File: config.mk
export PLATFORM = sky130hd
export DESIGN_NAME = rx_special_char
export DESIGN_NICKNAME = d
export VERILOG_FILES = /design/src/rtl/rxsc_pkg.sv /design/src/rtl/rxsc_compare.sv /design/src/rtl/rxsc_status.sv /design/src/rtl/rxsc_flow.sv /design/src/rtl/rx_special_char.sv
export SDC_FILE = /design/constraint.sdc
export NUM_CORES = 1
export LEC_CHECK = 0
export BUFFER_PORTS_ARGS = -buffer_cell sky130_fd_sc_hd__buf_2
export CORE_ASPECT_RATIO = 1.1
export CORE_UTILIZATION = 25
export CTS_BUF_LIST = sky130_fd_sc_hd__clkbuf_4
export DETAILED_ROUTE_END_ITERATION = 8
export SLEW_MARGIN = 20
export SYNTH_ARGS = -nofsm -noshare
export SYNTH_HDL_FRONTEND = slang
export SYNTH_SLANG_ARGS = --single-unit
File: constraint.sdc
create_clock -name clk -period 1.5 [get_ports clk]
set_clock_uncertainty 0.15 [all_clocks]
set_input_delay 0.075 -clock clk [delete_from_list [all_inputs] [get_ports clk]]
set_output_delay 0.075 -clock clk [all_outputs]
set_load 0.03 [all_outputs]
File: src/rtl/rxsc_pkg.sv
package rxsc_pkg;

  typedef enum logic [1:0] {
    FC_OFF    = 2'b00,
    FC_PAIR_B = 2'b01,
    FC_PAIR_A = 2'b10,
    FC_OFF_ALT = 2'b11
  } fc_mode_e;

  typedef struct packed {
    logic hit_xoff;
    logic hit_xon;
    logic hit_special;
    logic drop;
  } rx_class_t;

  function automatic logic flow_active(input fc_mode_e m);
    return (m == FC_PAIR_A) || (m == FC_PAIR_B);
  endfunction

  function automatic logic pick_pair_a(input fc_mode_e m);
    return m == FC_PAIR_A;
  endfunction

endpackage

File: src/rtl/rxsc_compare.sv
module rxsc_compare #(
  parameter int W = 8
) (
  input  logic [W-1:0]        chr,
  input  logic                ferr,
  input  logic [1:0]          mode,
  input  logic                det_en,
  input  logic [W-1:0]        xon_a,
  input  logic [W-1:0]        xon_b,
  input  logic [W-1:0]        xoff_a,
  input  logic [W-1:0]        xoff_b,
  output rxsc_pkg::rx_class_t cls
);
  import rxsc_pkg::*;

  fc_mode_e     m;
  logic         flow_on;
  logic [W-1:0] xon_sel;
  logic [W-1:0] xoff_sel;
  logic [W-1:0] diff_xon;
  logic [W-1:0] diff_xoff;
  logic [W-1:0] diff_sp;

  assign m        = fc_mode_e'(mode);
  assign flow_on  = flow_active(m);
  assign xon_sel  = pick_pair_a(m) ? xon_a  : xon_b;
  assign xoff_sel = pick_pair_a(m) ? xoff_a : xoff_b;

  // bitwise compare, one lane per character bit
  for (genvar i = 0; i < W; i++) begin : g_lane
    assign diff_xon[i]  = chr[i] ^ xon_sel[i];
    assign diff_xoff[i] = chr[i] ^ xoff_sel[i];
    assign diff_sp[i]   = chr[i] ^ xoff_b[i];
  end

  always_comb begin
    cls.hit_xoff    = flow_on & ~ferr & ~|diff_xoff;
    cls.hit_xon     = flow_on & ~ferr & ~|diff_xon & |diff_xoff;
    cls.hit_special = det_en  & ~ferr & ~|diff_sp;
    cls.drop        = cls.hit_xoff | cls.hit_xon;
  end

endmodule

File: src/rtl/rxsc_status.sv
module rxsc_status (
  input  logic clk,
  input  logic rst_n,
  input  logic set_i,
  input  logic clr_i,
  output logic flag_o
);
  always_ff @(posedge clk or negedge rst_n) begin
    if (!rst_n)     flag_o <= 1'b0;
    else if (set_i) flag_o <= 1'b1;
    else if (clr_i) flag_o <= 1'b0;
  end
endmodule

File: src/rtl/rxsc_flow.sv
module rxsc_flow (
  input  logic clk,
  input  logic rst_n,
  input  logic flow_on,
  input  logic pause_i,
  input  logic resume_i,
  output logic pause_o
);
  always_ff @(posedge clk or negedge rst_n) begin
    if (!rst_n)         pause_o <= 1'b0;
    else if (!flow_on)  pause_o <= 1'b0;
    else if (pause_i)   pause_o <= 1'b1;
    else if (resume_i)  pause_o <= 1'b0;
  end
endmodule

File: src/rtl/rx_special_char.sv
module rx_special_char #(
  parameter int W = 8
) (
  input  logic         clk,
  input  logic         rst_n,
  input  logic         rx_valid,
  input  logic [W-1:0] rx_byte,
  input  logic         rx_frame_err,
  input  logic         cfg_detect_en,
  input  logic [1:0]   cfg_fc_mode,
  input  logic         cfg_ie_special,
  input  logic [W-1:0] xon1_chr,
  input  logic [W-1:0] xon2_chr,
  input  logic [W-1:0] xoff1_chr,
  input  logic [W-1:0] xoff2_chr,
  input  logic         status_rd,
  output logic         fifo_wr,
  output logic [W-1:0] fifo_data,
  output logic         xoff_evt,
  output logic         xon_evt,
  output logic         sc_flag,
  output logic         sc_irq,
  output logic         tx_pause
);
  import rxsc_pkg::*;

  rx_class_t cls;
  // named internal events for the checker
  logic take_xoff;
  logic take_xon;
  logic take_special;
  logic drop_char;
  logic flow_on;

  rxsc_compare #(.W(W)) u_cmp (
    .chr    (rx_byte),
    .ferr   (rx_frame_err),
    .mode   (cfg_fc_mode),
    .det_en (cfg_detect_en),
    .xon_a  (xon1_chr),
    .xon_b  (xon2_chr),
    .xoff_a (xoff1_chr),
    .xoff_b (xoff2_chr),
    .cls    (cls)
  );

  assign flow_on      = flow_active(fc_mode_e'(cfg_fc_mode));
  assign take_xoff    = rx_valid & cls.hit_xoff;
  assign take_xon     = rx_valid & cls.hit_xon;
  assign take_special = rx_valid & cls.hit_special;
  assign drop_char    = cls.drop;

  always_ff @(posedge clk or negedge rst_n) begin
    if (!rst_n) begin
      fifo_wr   <= 1'b0;
      fifo_data <= '0;
      xoff_evt  <= 1'b0;
      xon_evt   <= 1'b0;
    end else begin
      fifo_wr  <= rx_valid & ~drop_char;
      xoff_evt <= take_xoff;
      xon_evt  <= take_xon;
      if (rx_valid & ~drop_char) fifo_data <= rx_byte;
    end
  end

  rxsc_status u_status (
    .clk    (clk),
    .rst_n  (rst_n),
    .set_i  (take_special),
    .clr_i  (status_rd),
    .flag_o (sc_flag)
  );

  rxsc_flow u_flow (
    .clk      (clk),
    .rst_n    (rst_n),
    .flow_on  (flow_on),
    .pause_i  (take_xoff),
    .resume_i (take_xon),
    .pause_o  (tx_pause)
  );

  assign sc_irq = sc_flag & cfg_ie_special;

endmodule

* Word level (Yosys, flattened, before mapping)
Index checks and enable logic that the tools add are counted.
** Storage, ports and cells
- Memory bits (read-only) :: 0
- Bits in latches :: 0
- Memories :: 0
- Bits of input ports :: 49
- Bits in registers :: 13
- Output and inout port bits :: 14
- Memory bits (writable) :: 0
** Operators by class
- Add/sub/neg operators :: 0
- Equality and inequality tests :: 3
- Bitwise operators :: 38
- $lt $le $gt $ge :: 0
- $mul :: 0
- Shift operators :: 0
- Mux-type cells :: 7
- Reduce and logical (&&, ||, !) cells :: 8
- Div/mod/pow operators :: 0
** Operator list (count)
- OR reduction 8 bit :: 3
- bitwise XOR 1 bit :: 24
- two-way mux 8 bit :: 2
- AND 1 bit :: 11
- two-way mux 1 bit :: 5
- logical NOT 1 bit :: 3
- inequality test 3 bit (second input constant) :: 1
- equality test 2 x 1 -> 1 bit (second input constant) :: 1
- equality test 2 bit (second input constant) :: 1
- inverter 1 bit :: 2
- nonzero test 2 bit :: 1
- logical OR 1 bit :: 1
- bitwise OR 1 bit :: 1

* Depth between registers and ports, before layout
- Word-level depth :: 11
- Depth in mapped cells :: 10
- Mapped depth without buffers :: 8

* Modules after synthesis
A second synthesis with hierarchy kept.
** Second synthesis, totals
- Cells, all modules :: 90
- Area, all modules :: 1033.5 µm²
** Modules (own cells, without submodules)
- rxsc_compare :: area each 484.2 µm², instances 1, cells each 58, sequential area each 0.0 µm²
- rx_special_char :: area each 466.7 µm², instances 1, cells each 26, sequential area each 275.3 µm²
- rxsc_flow :: area each 46.3 µm², instances 1, cells each 3, sequential area each 25.0 µm²
- rxsc_status :: area each 36.3 µm², instances 1, cells each 3, sequential area each 25.0 µm²

* Worst setup path before layout
OpenSTA, ideal clock, no wires.
- Path type :: input-to-reg
- Start point :: input cfg_fc_mode[0]
- End point :: register fifo_data[0]
- Arrival time :: 1.970 ns
- Cell stages on the path :: 10
- Setup slack :: -0.745 ns
- Library setup time :: 0.125 ns
- Buffers on the path :: 2
- Path through :: inv_1 > ha_1 > buf_6 > buf_12 > mux2i_1 > xnor2_1 > nor4_1 > nand2_1 > o311ai_4 > mux2_2
** Between the ends
- Word-level cells in the longest chain between the ends :: 10
- Elaborated cells between the ends (all ways) :: 32
** Ends and longest elaborated chain
- from (decl) :: RTL line rx_special_char.sv:10 : input logic [1:0] cfg_fc_mode,
- equality test 2 bit :: RTL line rxsc_pkg.sv:18, rxsc_pkg.sv:22
- two-way mux 8 bit :: RTL line rxsc_compare.sv:26 : assign xon_sel = pick_pair_a(m) ? xon_a : xon_b;
- bitwise XOR 1 bit :: RTL line rxsc_compare.sv:31 : assign diff_xon[i] = chr[i] ^ xon_sel[i];
- OR reduction 8 bit :: RTL line rxsc_compare.sv:38 : cls.hit_xon = flow_on & ~ferr & ~|diff_xon & |diff_xoff;
- logical NOT 1 bit :: RTL line rxsc_compare.sv:38
- AND 1 bit (2 in a row) :: RTL line rxsc_compare.sv:38
- bitwise OR 1 bit (*) :: RTL line rxsc_compare.sv:40 : cls.drop = cls.hit_xoff | cls.hit_xon;
- inverter 1 bit (*) :: RTL line rx_special_char.sv:63 : if (rx_valid & ~drop_char) fifo_data <= rx_byte;
- AND 1 bit (*) :: RTL line rx_special_char.sv:63
- to (signal assigned) :: RTL line rx_special_char.sv:63
- to (decl) :: RTL line rx_special_char.sv:18 : output logic [W-1:0] fifo_data,
Mark *: on every way between the ends. The rest lies on a longest branch, timed or not.
A chain may end at the register's enable or synchronous reset.

* Worst setup path in the final report
- Start point :: input cfg_fc_mode[1]
- End point :: register fifo_data[5]
Same word-level chain as after synthesis.

==> impl_metrics.csv <==
group,metric,value,unit
run_status,run_status,"finished, violations left",
run_status,violations,"setup timing",
synth,netlist-cell-type-count,21,
synth,synthCells,86,
placement,postPlaceCellArea,1530,um2
global_routing,grt_first_pass_wirelength,4.79,mm
timing,worst_pin_slew,0.291,ns
drt,drt.antenna.violating_nets,0,
global_routing,vias_in_the_first_global_route,1062,
worst_setup_path,critical_path_class,"input pin to flip-flop",
floorplanning,fp.dieArea,4140,um2
drt,initialDrtViolationCount,21,
worst_setup_path,critPathCaptureType,"flip-flop",
clock_tree,tritoncts_num_sinks,13,
timing,post-route-period-util,143,%
final_layout,final_design_area_no_fill,1800,um2
global_routing,grt_start_max_net_pins,14,
drt,drc,0,
timing,post-route-worst-setup-slack,-0.649,ns
placement,numPortBuffers,62,
timing,worst_slew_margin_rel,80.4,%
final_layout,layout.core_utilization,48.7,%
floorplanning,pin_count,63,
final_layout,insertedDiodeCount,0,
worst_setup_path,worst-endpoint-required,1.50,ns
final_layout,flow.area_growth_from_synthesis,84.9,%
final_layout,share_of_layout_cells_above_drive_strength_1,62.8,%
global_routing,globalRoute.totalOverflow,0,
power,power.ir.vdd_worst,0.265,mV
drt,route.final.wire_length,3.21,mm
floorplanning,initial_core_utilization,26.4,%
clock_tree,cts_root_buf,"clkbuf_4",
clock_tree,clock_pin_slew_reported_for_the_worst_setup_and_hold_paths_after_clock_tree_synthesis,0.07,ns
floorplanning,die_height,67.4,um
timing,setup_tns,-6.42,ns
floorplanning,die_width,61.4,um
global_routing,overall_routing_resource_usage,16.0,%
synth,postSynthRegisterBits,13,
final_layout,final_nets,239,
timing,fmax,0.465,GHz
synth,syn_area_per_cell,11.3,um2
timing,setup_repair_after_global_routing_missed_its_margin,"true",
synth,post_synth_instance_area,971,um2
worst_setup_path,cp-start-kind,"input pin",
clock_tree,htree_num_levels,1,
timing,finalSetupViolCount,12,
placement,place_congestion,0.909,
timing,worst_hold_slack,0.0472,ns
synth,number_of_warnings_issued_by_yosys,0,
power,power-per-cell-area,599,nW/um2
drt,detailedRoute.firstPassIterationCount,4,
timing,fin_crit,2.15,ns
drt,route.detailed.wl_per_inst,13.5,um
min_path,hp-class,"input pin to flip-flop",
timing,final-hold-violation-count,0,
synth,synth_fp_nets,136,
drt,route.detailed.vias_per_inst,4.42,
placement,hpwlAfterDp,2.45,mm
clock_tree,cts-root-to-sink-buffers,2,
timing,report.final.slew_viol_count,0,
worst_setup_path,crit_path_max_fanout,5,
global_routing,number_of_antenna_violations_at_the_first_check_in_global_routing,0,
floorplanning,placementRows,23,
floorplanning,floorplan.core_area,3680,um2
worst_setup_path,critPathArrivalTime,2.15,ns
synth,ys_seq_area_share,33.5,%
flow_run,cap_violations,0,
power,power.static_leakage,0.884,nW
drt,via_count,1051,
clock_tree,cts_made_buffers,3,
clock_tree,worst_skew_pair.late_latency,0.26,ns
clock_tree,tritoncts,"done",
==> per-layer routing <==
layer	GRT usage, %	wire [um]
met1	18.4	1420
met5	0	0
met3	0.958	205
met2	30.0	1550
met4	6.39	34
==> path summary, 6_finish.rpt <==
check	startpoint	to	slack, ns	cells after the start
min in group asynchronous	rst_n	xon_evt$_DFF_PN0_	0.07	2
max in group asynchronous	rst_n	fifo_data[6]$_DFFE_PN0P_	0.90	2
min reg2reg	fifo_data[6]$_DFFE_PN0P_	fifo_data[6]$_DFFE_PN0P_	0.36	1
max reg2reg	u_flow.pause_o$_DFFE_PN0P_	u_flow.pause_o$_DFFE_PN0P_	0.54	2
min	rx_byte[6]	fifo_data[6]$_DFFE_PN0P_	0.05	3
max	cfg_fc_mode[1]	fifo_data[5]$_DFFE_PN0P_	-0.65	12
==> cell usage after synthesis <==
library cell | number | area [um2]
xnor2_1 | 18 | 158
mux2i_1 | 16 | 160
dfrtp_1 | 13 | 325
mux2_2 | 8 | 90.1
nor4_1 | 6 | 37.5
xor2_1 | 6 | 52.6
inv_1 | 4 | 15.0
nand4_1 | 2 | 12.5
a21oi_1 | 1 | 5.00
and2_1 | 1 | 6.26
buf_12 | 1 | 20.0
buf_6 | 1 | 11.3
ha_1 | 1 | 12.5
nand2_1 | 1 | 3.75
nand3_1 | 1 | 5.00
nor2_1 | 1 | 3.75
nor3b_1 | 1 | 7.51
o211ai_1 | 1 | 7.51
o21ai_0 | 1 | 5.00
o22ai_1 | 1 | 6.26
o311ai_4 | 1 | 26.3
==> registers in the layout, summed over array words and instances, names as in the netlist <==
register,count
u_status.flag_o,1
u_flow.pause_o,1
xon_evt,1
xoff_evt,1
fifo_wr,1
fifo_data,8
==> cell type report <==
type | count | area, um2
multi-input combinational | 67 | 701
inverter | 4 | 27.5
fill | 357 | 1890
sequential | 13 | 325
tap | 50 | 62.6
clock buffer | 4 | 30.0
timing repair buffer | 100 | 649
==> worst max-delay path: stages <==
cell and delay [ns]:
buf_2 0.11, ha_4 0.17, buf_4 0.13, buf_4 0.14, mux2i_1 0.18, xnor2_1 0.11, nor4_2 0.22, buf_4 0.17
nand2_4 0.06, o311ai_4 0.30, buf_6 0.18, mux2_4 0.30
==> where the power goes <==
group	internal [W]	leakage, nW	switching, W
Clock	0.000121	0.0184	0.0000990
Combinational	0.000247	0.704	0.000221
Sequential	0.000374	0.161	0.0000134
==> repair_timing <==
item	4_1_cts	5_1_grt
endpoints found under the setup margin	12	12
setup buffers	7	6
hold buffers	5	0
endpoints found under the hold margin	16	0
gates resized for setup	20	9
cloned	1	0
pin swaps	5	8
==> per-stage QoR <==
step / power (W) / cells / worst slack (ns)
2_1_floorplan: 0.000602 / 86 / -0.709
3_3_place_gp: 0.000782 / 219 / -0.990
3_5_place_dp: 0.000789 / 219 / -1.03
4_1_cts: 0.00108 / 235 / -0.679
5_1_grt: 0.00113 / 238 / -0.720
6_report: 0.00108 / 238 / -0.649
==> cell usage in the layout, fill, tap and decap left out, drive strengths merged <==
| cell type | instances |
|---|---|
| and2 | 1 |
| buf | 95 |
| o311ai | 1 |
| xnor2 | 18 |
| ha | 1 |
| o22ai | 1 |
| mux2i | 16 |
| mux2 | 8 |
| nor2 | 1 |
| nand3 | 1 |
| xor2 | 6 |
| dfrtp | 13 |
| nand2 | 1 |
| o21ai | 1 |
| inv | 4 |
| dlygate4sd3 | 5 |
| o211ai | 1 |
| nor3b | 1 |
| a21oi | 1 |
| clkbuf | 4 |
| nand4 | 2 |
| nor4 | 6 |
==> kinds of logic (layout without fill, tap and decap cells) <==
family / after synthesis / after routing / share of synthesized area [%]
AND/OR/NAND/NOR: 13 / 13 / 7.86
AO/OA/AOI/OAI: 5 / 5 / 5.15
flip-flops: 13 / 13 / 33.5
XOR/XNOR: 24 / 24 / 21.6
buffers and inverters: 6 / 108 / 4.77
multiplexers: 24 / 24 / 25.8
adder cells (fa/ha/maj): 1 / 1 / 1.29
No activity file was read; power rests on OpenSTA's default activity.
